**src/rtl/ctxsw_pkg.sv**
```systemverilog
// Shared types for the context scheduler.
// Assumes: status codes are exported on ports, so their values are fixed.
package ctxsw_pkg;
    typedef enum logic [1:0] {
        CTX_INACTIVE = 2'd0,
        CTX_READY    = 2'd1,
        CTX_ACTIVE   = 2'd2,
        CTX_WAIT     = 2'd3
    } ctx_state_e;
endpackage

```
**src/rtl/ctxsw_rr_pick.sv**
```systemverilog
// Round-robin picker: returns the first set request found by scanning upward
// from index `base`, wrapping at N. Purely combinational.
// Assumes: base < N.
module ctxsw_rr_pick #(
    parameter int N = 8,
    localparam int W = (N > 1) ? $clog2(N) : 1
) (
    input  logic [N-1:0] req,
    input  logic [W-1:0] base,
    output logic         gnt_vld,
    output logic [W-1:0] gnt_idx
);
    int idx;

    // Scan from base and keep the first requester.
    always_comb begin
        gnt_vld = 1'b0;
        gnt_idx = '0;
        idx     = 0;
        for (int i = 0; i < N; i++) begin
            idx = (int'(base) + i) % N;
            if (!gnt_vld && req[idx[W-1:0]]) begin
                gnt_vld = 1'b1;
                gnt_idx = idx[W-1:0];
            end
        end
    end
endmodule

```
**src/rtl/ctxsw_slot.sv**
```systemverilog
// One context slot: holds its status and resume address.
// Assumes: save_i only for the running context; grant_i only when cand_o.
module ctxsw_slot
    import ctxsw_pkg::*;
#(
    parameter int              PC_W    = 16,
    parameter bit              BOOT    = 1'b0,
    parameter logic [PC_W-1:0] BOOT_PC = '0
) (
    input  logic             clk,
    input  logic             rst_n,
    input  logic             ev_i,
    input  logic             start_i,
    input  logic [PC_W-1:0]  start_pc_i,
    input  logic             save_i,
    input  logic [PC_W-1:0]  save_pc_i,
    input  logic             grant_i,
    output ctx_state_e       state_o,
    output logic [PC_W-1:0]  pc_o,
    output logic             cand_o
);
    // Runnable now: ready, waking from wait, or woken during its own switch.
    assign cand_o = (state_o == CTX_READY) ||
                    ((state_o == CTX_WAIT) && ev_i) ||
                    (save_i && ev_i);

    // Status and resume address update.
    always_ff @(posedge clk) begin
        if (!rst_n) begin
            state_o <= BOOT ? CTX_ACTIVE : CTX_INACTIVE;
            pc_o    <= BOOT ? BOOT_PC : '0;
        end else if (grant_i) begin
            state_o <= CTX_ACTIVE;
            if (save_i) pc_o <= save_pc_i;
        end else if (save_i) begin
            state_o <= ev_i ? CTX_READY : CTX_WAIT;
            pc_o    <= save_pc_i;
        end else begin
            case (state_o)
                CTX_WAIT:     if (ev_i) state_o <= CTX_READY;
                CTX_INACTIVE: if (start_i) begin
                    state_o <= CTX_READY;
                    pc_o    <= start_pc_i;
                end
                default: ;
            endcase
        end
    end

    // a switch without a coincident event parks the context in Wait.
    assert_save_wait_R3: assert property (@(posedge clk) disable iff (!rst_n)
        (save_i && !ev_i && !grant_i) |=> (state_o == CTX_WAIT));
    // an event in the switch cycle keeps the context out of Wait.
    assert_same_cycle_wake_R10: assert property (@(posedge clk) disable iff (!rst_n)
        (save_i && ev_i) |=> (state_o != CTX_WAIT));
    // a waiting context leaves Wait when its event arrives.
    assert_event_wake_R8: assert property (@(posedge clk) disable iff (!rst_n)
        ((state_o == CTX_WAIT) && !save_i && ev_i) |=> (state_o != CTX_WAIT));
    // an Active context stays Active unless it switches.
    assert_active_holds_R9: assert property (@(posedge clk) disable iff (!rst_n)
        ((state_o == CTX_ACTIVE) && !save_i) |=> (state_o == CTX_ACTIVE));
    // only a start leaves Inactive.
    assert_dormant_holds_R11: assert property (@(posedge clk) disable iff (!rst_n)
        ((state_o == CTX_INACTIVE) && !start_i) |=> (state_o == CTX_INACTIVE));
endmodule

```
**src/rtl/ctxsw_sched.sv**
```systemverilog
// Context scheduler top: tracks the running context and its PC, detects
// switch points (delay slot after a switch-hinted load, or an arbitration
// instruction), and hands the pipeline to the next runnable context.
// Assumes: a delay-slot instruction is neither a hinted load nor an arbitration.
module ctxsw_sched
    import ctxsw_pkg::*;
#(
    parameter int              NUM_CTX  = 8,
    parameter int              PC_W     = 16,
    parameter logic [PC_W-1:0] RESET_PC = '0,
    localparam int             CTX_W    = (NUM_CTX > 1) ? $clog2(NUM_CTX) : 1
) (
    input  logic                 clk,
    input  logic                 rst_n,
    input  logic                 issue_valid,
    input  logic                 issue_ld_switch,
    input  logic                 issue_arb,
    input  logic [PC_W-1:0]      issue_next_pc,
    input  logic [NUM_CTX-1:0]   ctx_event,
    input  logic                 start_valid,
    input  logic [CTX_W-1:0]     start_ctx,
    input  logic [PC_W-1:0]      start_pc,
    output logic                 run_valid,
    output logic                 idle,
    output logic [CTX_W-1:0]     cur_ctx,
    output logic [PC_W-1:0]      cur_pc,
    output logic [2*NUM_CTX-1:0] ctx_status
);
    logic               run_q;
    logic               slot_q;
    logic [CTX_W-1:0]   cur_q;
    logic [PC_W-1:0]    pc_q;
    logic               issue_ok;
    logic               do_switch;
    logic               do_pick;
    logic [CTX_W-1:0]   base;
    logic [NUM_CTX-1:0] cand;
    logic [NUM_CTX-1:0] active_vec;
    logic               gnt_vld;
    logic [CTX_W-1:0]   gnt_idx;
    ctx_state_e         slot_st [NUM_CTX];
    logic [PC_W-1:0]    slot_pc [NUM_CTX];

    // Switch-point detection and pick enable.
    assign issue_ok  = run_q && issue_valid;
    assign do_switch = issue_ok && (slot_q || issue_arb);
    assign do_pick   = do_switch || !run_q;
    assign base      = (cur_q == CTX_W'(NUM_CTX - 1)) ? '0 : cur_q + 1'b1;

    ctxsw_rr_pick #(.N(NUM_CTX)) pick_i (
        .req     (cand),
        .base    (base),
        .gnt_vld (gnt_vld),
        .gnt_idx (gnt_idx)
    );

    for (genvar i = 0; i < NUM_CTX; i++) begin : g_slot
        ctxsw_slot #(
            .PC_W    (PC_W),
            .BOOT    (i == 0),
            .BOOT_PC (RESET_PC)
        ) slot_i (
            .clk        (clk),
            .rst_n      (rst_n),
            .ev_i       (ctx_event[i]),
            .start_i    (start_valid && (start_ctx == CTX_W'(i))),
            .start_pc_i (start_pc),
            .save_i     (do_switch && (cur_q == CTX_W'(i))),
            .save_pc_i  (issue_next_pc),
            .grant_i    (do_pick && gnt_vld && (gnt_idx == CTX_W'(i))),
            .state_o    (slot_st[i]),
            .pc_o       (slot_pc[i]),
            .cand_o     (cand[i])
        );
        assign ctx_status[2*i +: 2] = slot_st[i];
        assign active_vec[i]        = (slot_st[i] == CTX_ACTIVE);
    end

    // Running context, its fetch PC and the pending delay-slot flag.
    always_ff @(posedge clk) begin
        if (!rst_n) begin
            run_q  <= 1'b1;
            slot_q <= 1'b0;
            cur_q  <= '0;
            pc_q   <= RESET_PC;
        end else if (do_pick) begin
            slot_q <= 1'b0;
            run_q  <= gnt_vld;
            if (gnt_vld) begin
                cur_q <= gnt_idx;
                pc_q  <= (do_switch && (gnt_idx == cur_q)) ? issue_next_pc
                                                           : slot_pc[gnt_idx];
            end
        end else if (issue_ok) begin
            pc_q <= issue_next_pc;
            if (issue_ld_switch) slot_q <= 1'b1;
        end
    end

    assign run_valid = run_q;
    assign idle      = !run_q;
    assign cur_ctx   = cur_q;
    assign cur_pc    = pc_q;

    // never two Active contexts.
    assert_single_active_R12: assert property (@(posedge clk) disable iff (!rst_n)
        $countones(active_vec) <= 1);
    // while running, the named context is the Active one.
    assert_cur_is_active_R6: assert property (@(posedge clk) disable iff (!rst_n)
        run_q |-> (slot_st[cur_q] == CTX_ACTIVE));
    // the picker only grants a runnable context.
    assert_grant_runnable_R5: assert property (@(posedge clk) disable iff (!rst_n)
        gnt_vld |-> cand[gnt_idx]);
    // a hinted load keeps the same context for its delay slot.
    assert_delay_slot_R3: assert property (@(posedge clk) disable iff (!rst_n)
        (issue_ok && issue_ld_switch && !slot_q && !issue_arb)
        |=> (run_q && (cur_q == $past(cur_q))));
    // while idle, a runnable context resumes on the next cycle.
    assert_idle_resume_R8: assert property (@(posedge clk) disable iff (!rst_n)
        (!run_q && gnt_vld) |=> run_q);
endmodule

```
**config.mk**
```make
export PLATFORM = sky130hd
export DESIGN_NAME = ctxsw_sched
export DESIGN_NICKNAME = d
export VERILOG_FILES = /design/src/rtl/ctxsw_pkg.sv /design/src/rtl/ctxsw_rr_pick.sv /design/src/rtl/ctxsw_slot.sv /design/src/rtl/ctxsw_sched.sv
export SDC_FILE = /design/constraint.sdc
export NUM_CORES = 1
export LEC_CHECK = 0
export BUFFER_PORTS_ARGS = -buffer_cell sky130_fd_sc_hd__buf_2
export CAP_MARGIN = 20
export CORE_ASPECT_RATIO = 2
export CORE_UTILIZATION = 55
export CTS_CLUSTER_DIAMETER = 80
export DETAILED_ROUTE_END_ITERATION = 16
export PLACE_DENSITY = 0.8
export SLEW_MARGIN = 20
export SYNTH_ARGS = -nofsm -noshare
export SYNTH_HDL_FRONTEND = slang
export SYNTH_SLANG_ARGS = --single-unit
```
**constraint.sdc**
```tcl
create_clock -name clk -period 4.2 [get_ports clk]
set_clock_uncertainty 0.05 [all_clocks]
set_input_delay 0.42 -clock clk [delete_from_list [all_inputs] [get_ports clk]]
set_output_delay 0.42 -clock clk [all_outputs]
set_load 0.05 [all_outputs]
```
Yosys cells after proc, flatten, opt, wreduce, memory -nomap -nowiden
Index checks and enable logic that the tools add are counted.
- $add $sub $neg: 8
- equal/unequal tests: 77
- $lt $le $gt $ge: 9
- bitwise gates (word level): 2
- multiplexer cells: 127
- reductions and logical operators: 155
- operator list (kind ; count):
    2-to-1 mux 16 bit ; 46
    2-to-1 mux 2 bit ; 39
    AND reduction 3 bit ; 23
    logical AND 1 bit ; 51
    binary-select mux 16 bit (select 3 bit) ; 1
    == test 3 bit, second input constant ; 12
    nonzero test 2 bit ; 17
    < comparator 3 x 4 -> 1 bit, second input constant ; 8
    one-hot mux 2 bit (2 select lines) ; 8
    inequality test 4 x 1 -> 1 bit, second input constant ; 7
    inequality test 4 x 2 -> 1 bit, second input constant ; 7
    nonzero test 4 bit ; 7
    2-to-1 mux 3 bit ; 9
    binary-select mux 1 bit (select 3 bit) ; 8
    inequality test 3 x 1 -> 1 bit, second input constant ; 8
    inequality test 3 x 2 -> 1 bit, second input constant ; 8
    nonzero test 3 bit ; 8
    == test 3 x 2 -> 1 bit, second input constant ; 6
    logical OR 1 bit ; 18
    inequality test 2 x 1 -> 1 bit, second input constant ; 9
    OR reduction 2 bit ; 9
    == test 2 x 1 -> 1 bit, second input constant ; 8
    == test 2 bit, second input constant ; 8
    zero test 2 bit ; 8
    12 further kinds ; 45
- output and inout bits: 37
- register bits: 165
- logic and storage cells: 405
- input bits: 49

Longest topological paths before layout
- depth after elaboration: 36
- mapped depth: 18
- gate-level depth less buffers: 13

By module
Synthesis repeated with hierarchy kept, for this count alone.
- cells, all modules: 1031
- area total of the unflattened synthesis: 10697.8 µm²
- modules (own cells, without submodules) (module ; area an instance (µm²) ; cells an instance ; times used ; seq. area each (µm²)):
    ctxsw_slot at g_slot[1].slot_i ... ; 912.1 ; 86 ; 7 ; 360.3
    ctxsw_sched ; 2322.2 ; 222 ; 1 ; 420.4
    ctxsw_rr_pick ; 1081.0 ; 121 ; 1 ; 0.0
    ctxsw_slot at g_slot[0].slot_i ; 909.6 ; 86 ; 1 ; 360.3

Least setup slack after synthesis
No wires, ideal clock.
- path kind: reg2reg
- from: reg cur_q[0] (netlist: cur_ctx[0])
- to: reg g_slot[5].slot_i.pc_o[10]
- period minus slack after synthesis: 4.482 ns
- required time: 4.017 ns
- path slack: -0.282 ns
- stages on the path, launching flop included: 17
- setup time: 0.133 ns
- data arrival time: 4.300 ns
- buffers on the path: 3
- cells stage by stage: dfxtp_1 -> buf_2 -> inv_1 -> ha_1 -> buf_2 -> clkinv_1 -> nor2_2 -> a222oi_1 -> and2_1 -> nor4b_4 -> or3b_1 -> and4_4 -> nor3_4 -> a311oi_4 -> buf_6 -> mux2i_1 -> a21oi_1
- longest elaborated chain between the ends: 32
- elaborated cells between the ends (all ways): 96
- those cells by class: add/sub (8); eq/ne (9); mux (35); reduce/logical (44)
- ends and longest elaborated chain (item ; line ; text):
    start: declaration ; ctxsw_sched.sv:31 ; logic [CTX_W-1:0] cur_q;
    start signal: assignment ; ctxsw_sched.sv:90 ; cur_q <= gnt_idx;
    parallel branches: the longest is 32 deep, another holds adder 3 x 1 -> 3 bit ; -- ;
    end signal: assignment ; ctxsw_slot.sv:34 ; if (save_i) pc_o <= save_pc_i;
    end signal: assignment ; ctxsw_slot.sv:37 ; pc_o <= save_pc_i;
    end signal: assignment ; ctxsw_slot.sv:43 ; pc_o <= start_pc_i;
    end: declaration ; ctxsw_slot.sv:19 ; output logic [PC_W-1:0] pc_o,
Parallel ways; which one is timed is not known. The select of a mux whose other input is x is not followed.
A chain may end at the register's enable or synchronous reset.

Final worst setup path
- from: reg cur_q[0] (netlist: cur_ctx[0])
- to: reg g_slot[3].slot_i.pc_o[14]
- longest elaborated chain between the ends: 32
- elaborated cells between the ends (all ways): 96
- those cells by class: add/sub (8); eq/ne (9); mux (35); reduce/logical (44)
- ends and longest elaborated chain (item ; line):
    parallel branches: the longest is 32 deep, another holds adder 3 x 1 -> 3 bit ; --
    end signal: assignment ; ctxsw_slot.sv:34
    end signal: assignment ; ctxsw_slot.sv:37
    end signal: assignment ; ctxsw_slot.sv:43
    end: declaration ; ctxsw_slot.sv:19
Parallel ways; which one is timed is not known. The select of a mux whose other input is x is not followed.

==> impl_metrics.ini <==
[sta]
timing.final.ws_setup_ns = -0.284
drv_slew = 0
max_freq_mhz = 223
relSlewSlack_pct = 45.5
hold_violations = 0
setup_viol = 43
max_slew.worst_pin.slew_ns = 0.817
rsz0062_at_grt = true
post-route-min-period_ns = 4.48
finalCritPeriodShare_pct = 107

[worst_setup_path]
worst-setup-path-type = flip-flop to flip-flop
r2r_start = cur_ctx[0]
cp_data_required_time_ns = 4.46
critPathMaxStageDelay_ns = 0.58
cp_slowest_cell = a311oi_4
cp_cell_sequence = buf_8 > clkinvlp_4 > ha_4 > buf_4 > nand3_4 > o21ai_4 > mux2_4 > a221o_1 > o32ai_4 > and2_4 > nand2_4 > buf_4 > and2_4 > buf_6 > a311oi_4 > clkbuf_16 > mux2i_1 > a21oi_1
rr_endpoint = g_slot[3].slot_i.pc_o[14]
ff2ff_path_depth = 18
start_kind = flip-flop
arrival_ns = 4.74
r2r_slack_ns = -0.28
crit_path_end_kind = flip-flop
critPathMaxFanout = 8

[yosys]
postSynth.asyncResetShare_pct = 0
avgSynthCellArea_um2 = 8.13
synth.ff_latch_count = 165
yosysSeqAreaShare_pct = 30.7
syn_area_um2 = 10700
yosys.cell_types.count = 96
synth_top_family_by_area = compound AO/OA/AOI/OAI gates
synth_compound_area_share_pct = 29.6
syn_nets = 1403
synth_edf_count = 0
synth-simple-area-share_pct = 15.9
synthCells = 1322
synth_fa_ha_area_share_pct = 3.73
synth-main-ff-cell = dfxtp_1
synthMuxAreaShare_pct = 12.2
synth_xor_area_share_pct = 0.326
yosys_warnings = 0

[outcome]
status = finished, violations left
violations = negative setup slack

[min_path]
hold_class = input pin to flip-flop
hold_path_depth = 3
hold_end = cur_pc[10]
hp-start = issue_next_pc[10]

[clock_tree]
clockBufferDepth = 2
cts_buffers = 17
clk_pin_slew_ns = 0.07
root_buffer = clkbuf_16
cts_tree = yes
clock_insertion_delay_worst_skew_ns = 0.44
cts.htree.levels = 4
clock_sinks = 165

[routing]
vias_per_cell = 6.89
first_pass_iters = 6
drt-total-wl_um = 46000
post-route-drc-count = 0
wl_per_cell_um = 25.7
drt_iter0_drc = 1520
ant_nets = 0
vias = 12300

[finish]
multi_input_area_um2 = 7210
fillers = 1439
final_cell_mix = 205 x o21ai_0, 177 x buf_4, 161 x dfxtp_1, 148 x a21oi_1, 124 x mux2i_1
stdcell_count = 1791
final_core_util_pct = 73.4
final_area_um2 = 14200
layout.nets = 1598
ff_latch_area_um2 = 3310
area.growth.synth_to_final_pct = 31.7
final_common_cell = o21ai_0
drive_gt1_share_pct = 29.5

[floorplanning]
dieHeight_um = 200
coreArea_um2 = 19300
io_pins = 86
core.rowCount = 72
die_area_um2 = 20100
start_util_pct = 55.7
die_w_um = 101

[placement]
place_inst = 1708
port-buffer-count = 85
hpwl_um = 27900
place_area_um2 = 12400
place_congestion = 0.981

[global_route]
overflow = 0
antenna_found_initial = 4
grt_pass1_vias = 11700
grt_pass1_wl_um = 63800
grt_use_total_pct = 42.4
grt_max_degree = 89

[run]
drv_cap = 0
-- logic make-up after synthesis --
| kind of cell | Yosys count |
|---|---|
| adders and majority gates | 32 |
| DFF | 165 |
| AOI/OAI and AO/OA | 504 |
| and+or+nand+nor | 305 |
| xor gates and xnor gates | 4 |
| buffers and inverters | 181 |
| muxes | 131 |
-- area by class of cell --
cell class	count	area share, %
antenna	2	0.0354
clock buffer	25	3.58
clock inverter	7	0.477
inverter	53	1.46
multi-input combinational	976	50.9
sequential	165	23.4
tap	259	2.29
timing repair buffer	304	17.9
-- sequential cells by signal, summed over array words and instances (netlist names) --
name / flops
slot_q: 1
cur_ctx: 3
g_slot.slot_i.pc_o: 128
cur_pc: 16
run_valid: 1
g_slot.slot_i.state_o: 16
-- how the worst max path moves through the flow --
| stage | endpoint | startpoint | depth (start not counted) | slack [ns] |
|---|---|---|---|---|
| after floorplan | g_slot[5].slot_i.pc_o[10] | cur_ctx[0] | 16 | 0.04 |
| after detailed placement | cur_pc[2] | cur_ctx[0] | 16 | -0.33 |
| final | g_slot[3].slot_i.pc_o[14] | cur_ctx[0] | 18 | -0.28 |
| after global placement | cur_pc[2] | cur_ctx[0] | 16 | -0.24 |
| after global routing | g_slot[3].slot_i.pc_o[4] | cur_ctx[1] | 20 | -0.33 |
| after CTS | g_slot[7].slot_i.pc_o[15] | cur_ctx[0] | 21 | 0.006 |
-- through the flow --
| step | hold slack, ns | TNS, ns | worst slack, ns |
|---|---|---|---|
| 2_1_floorplan | 0.457 | 0 | 0.0395 |
| 3_3_place_gp | 0.395 | -4.34 | -0.240 |
| 3_5_place_dp | 0.399 | -8.76 | -0.330 |
| 4_1_cts | 0.303 | 0 | 0.00571 |
| 5_1_grt | 0.338 | -10.07 | -0.331 |
| 6_report | 0.308 | -4.66 | -0.284 |
-- Yosys cell counts, drive strengths merged (3+ instances only) --
| master | count | area share (%) |
|---|---|---|
| o31ai | 7 | 0.49 |
| o21ai | 217 | 10 |
| nor3 | 7 | 0.48 |
| o21a | 11 | 0.84 |
| a21oi | 153 | 7.3 |
| or2 | 4 | 0.26 |
| a21boi | 4 | 0.28 |
| nor2b | 7 | 0.41 |
| a221o | 6 | 0.56 |
| dfxtp | 165 | 31 |
| o221ai | 18 | 1.5 |
| a311oi | 6 | 1.1 |
| a2111oi | 5 | 0.47 |
| nand4 | 88 | 5.2 |
| nor2 | 39 | 1.5 |
| nor4b | 3 | 0.38 |
| nand2 | 44 | 1.6 |
| a32oi | 5 | 0.41 |
| a211oi | 4 | 0.33 |
| clkbuf | 80 | 2.8 |
| buf | 48 | 2.8 |
| nand3 | 91 | 4.4 |
| ha | 32 | 3.7 |
| a211o | 5 | 0.41 |
| inv | 51 | 1.8 |
| a31oi | 13 | 1.4 |
| a21o | 5 | 0.35 |
| o31a | 3 | 0.24 |
| o211ai | 9 | 0.85 |
| o22ai | 10 | 0.64 |
| and2 | 7 | 0.44 |
| a221oi | 4 | 0.38 |
| mux2i | 130 | 12 |
-- per-layer routing --
| layer | GRT usage, % | part of all wire, % | up-vias |
|---|---|---|---|
| met4 | 43.6 | 13 | 4 |
| li1 | - | - | 5353 |
| met1 | 40.0 | 30 | 5667 |
| met5 | 0 | 0.054 | - |
| met3 | 9.16 | 10 | 384 |
| met2 | 72.7 | 46 | 940 |
-- timing repair --
| action | in CTS | in global routing |
|---|---|---|
| gates resized for setup | 40 | 88 |
| hold buffers | 0 | 0 |
| gates cloned | 1 | 4 |
| buffers inserted | 8 | 39 |
| pin swaps | 13 | 56 |
| hold endpoints to repair | 0 | 0 |
| endpoints found under the setup margin | 116 | 153 |
-- critical path, delay by kind of cell, from the launching register on --
family / cells / cell delay, ns
buffers and inverters: 6 / 1.02
muxes: 2 / 0.50
DFF: 1 / 0.38
and+or+nand+nor: 4 / 0.59
AOI/OAI and AO/OA: 5 / 1.59
adders and majority gates: 1 / 0.20
Power is not shown: default switching activity piles up to over one toggle a cycle in this logic, so the estimate is an artifact.
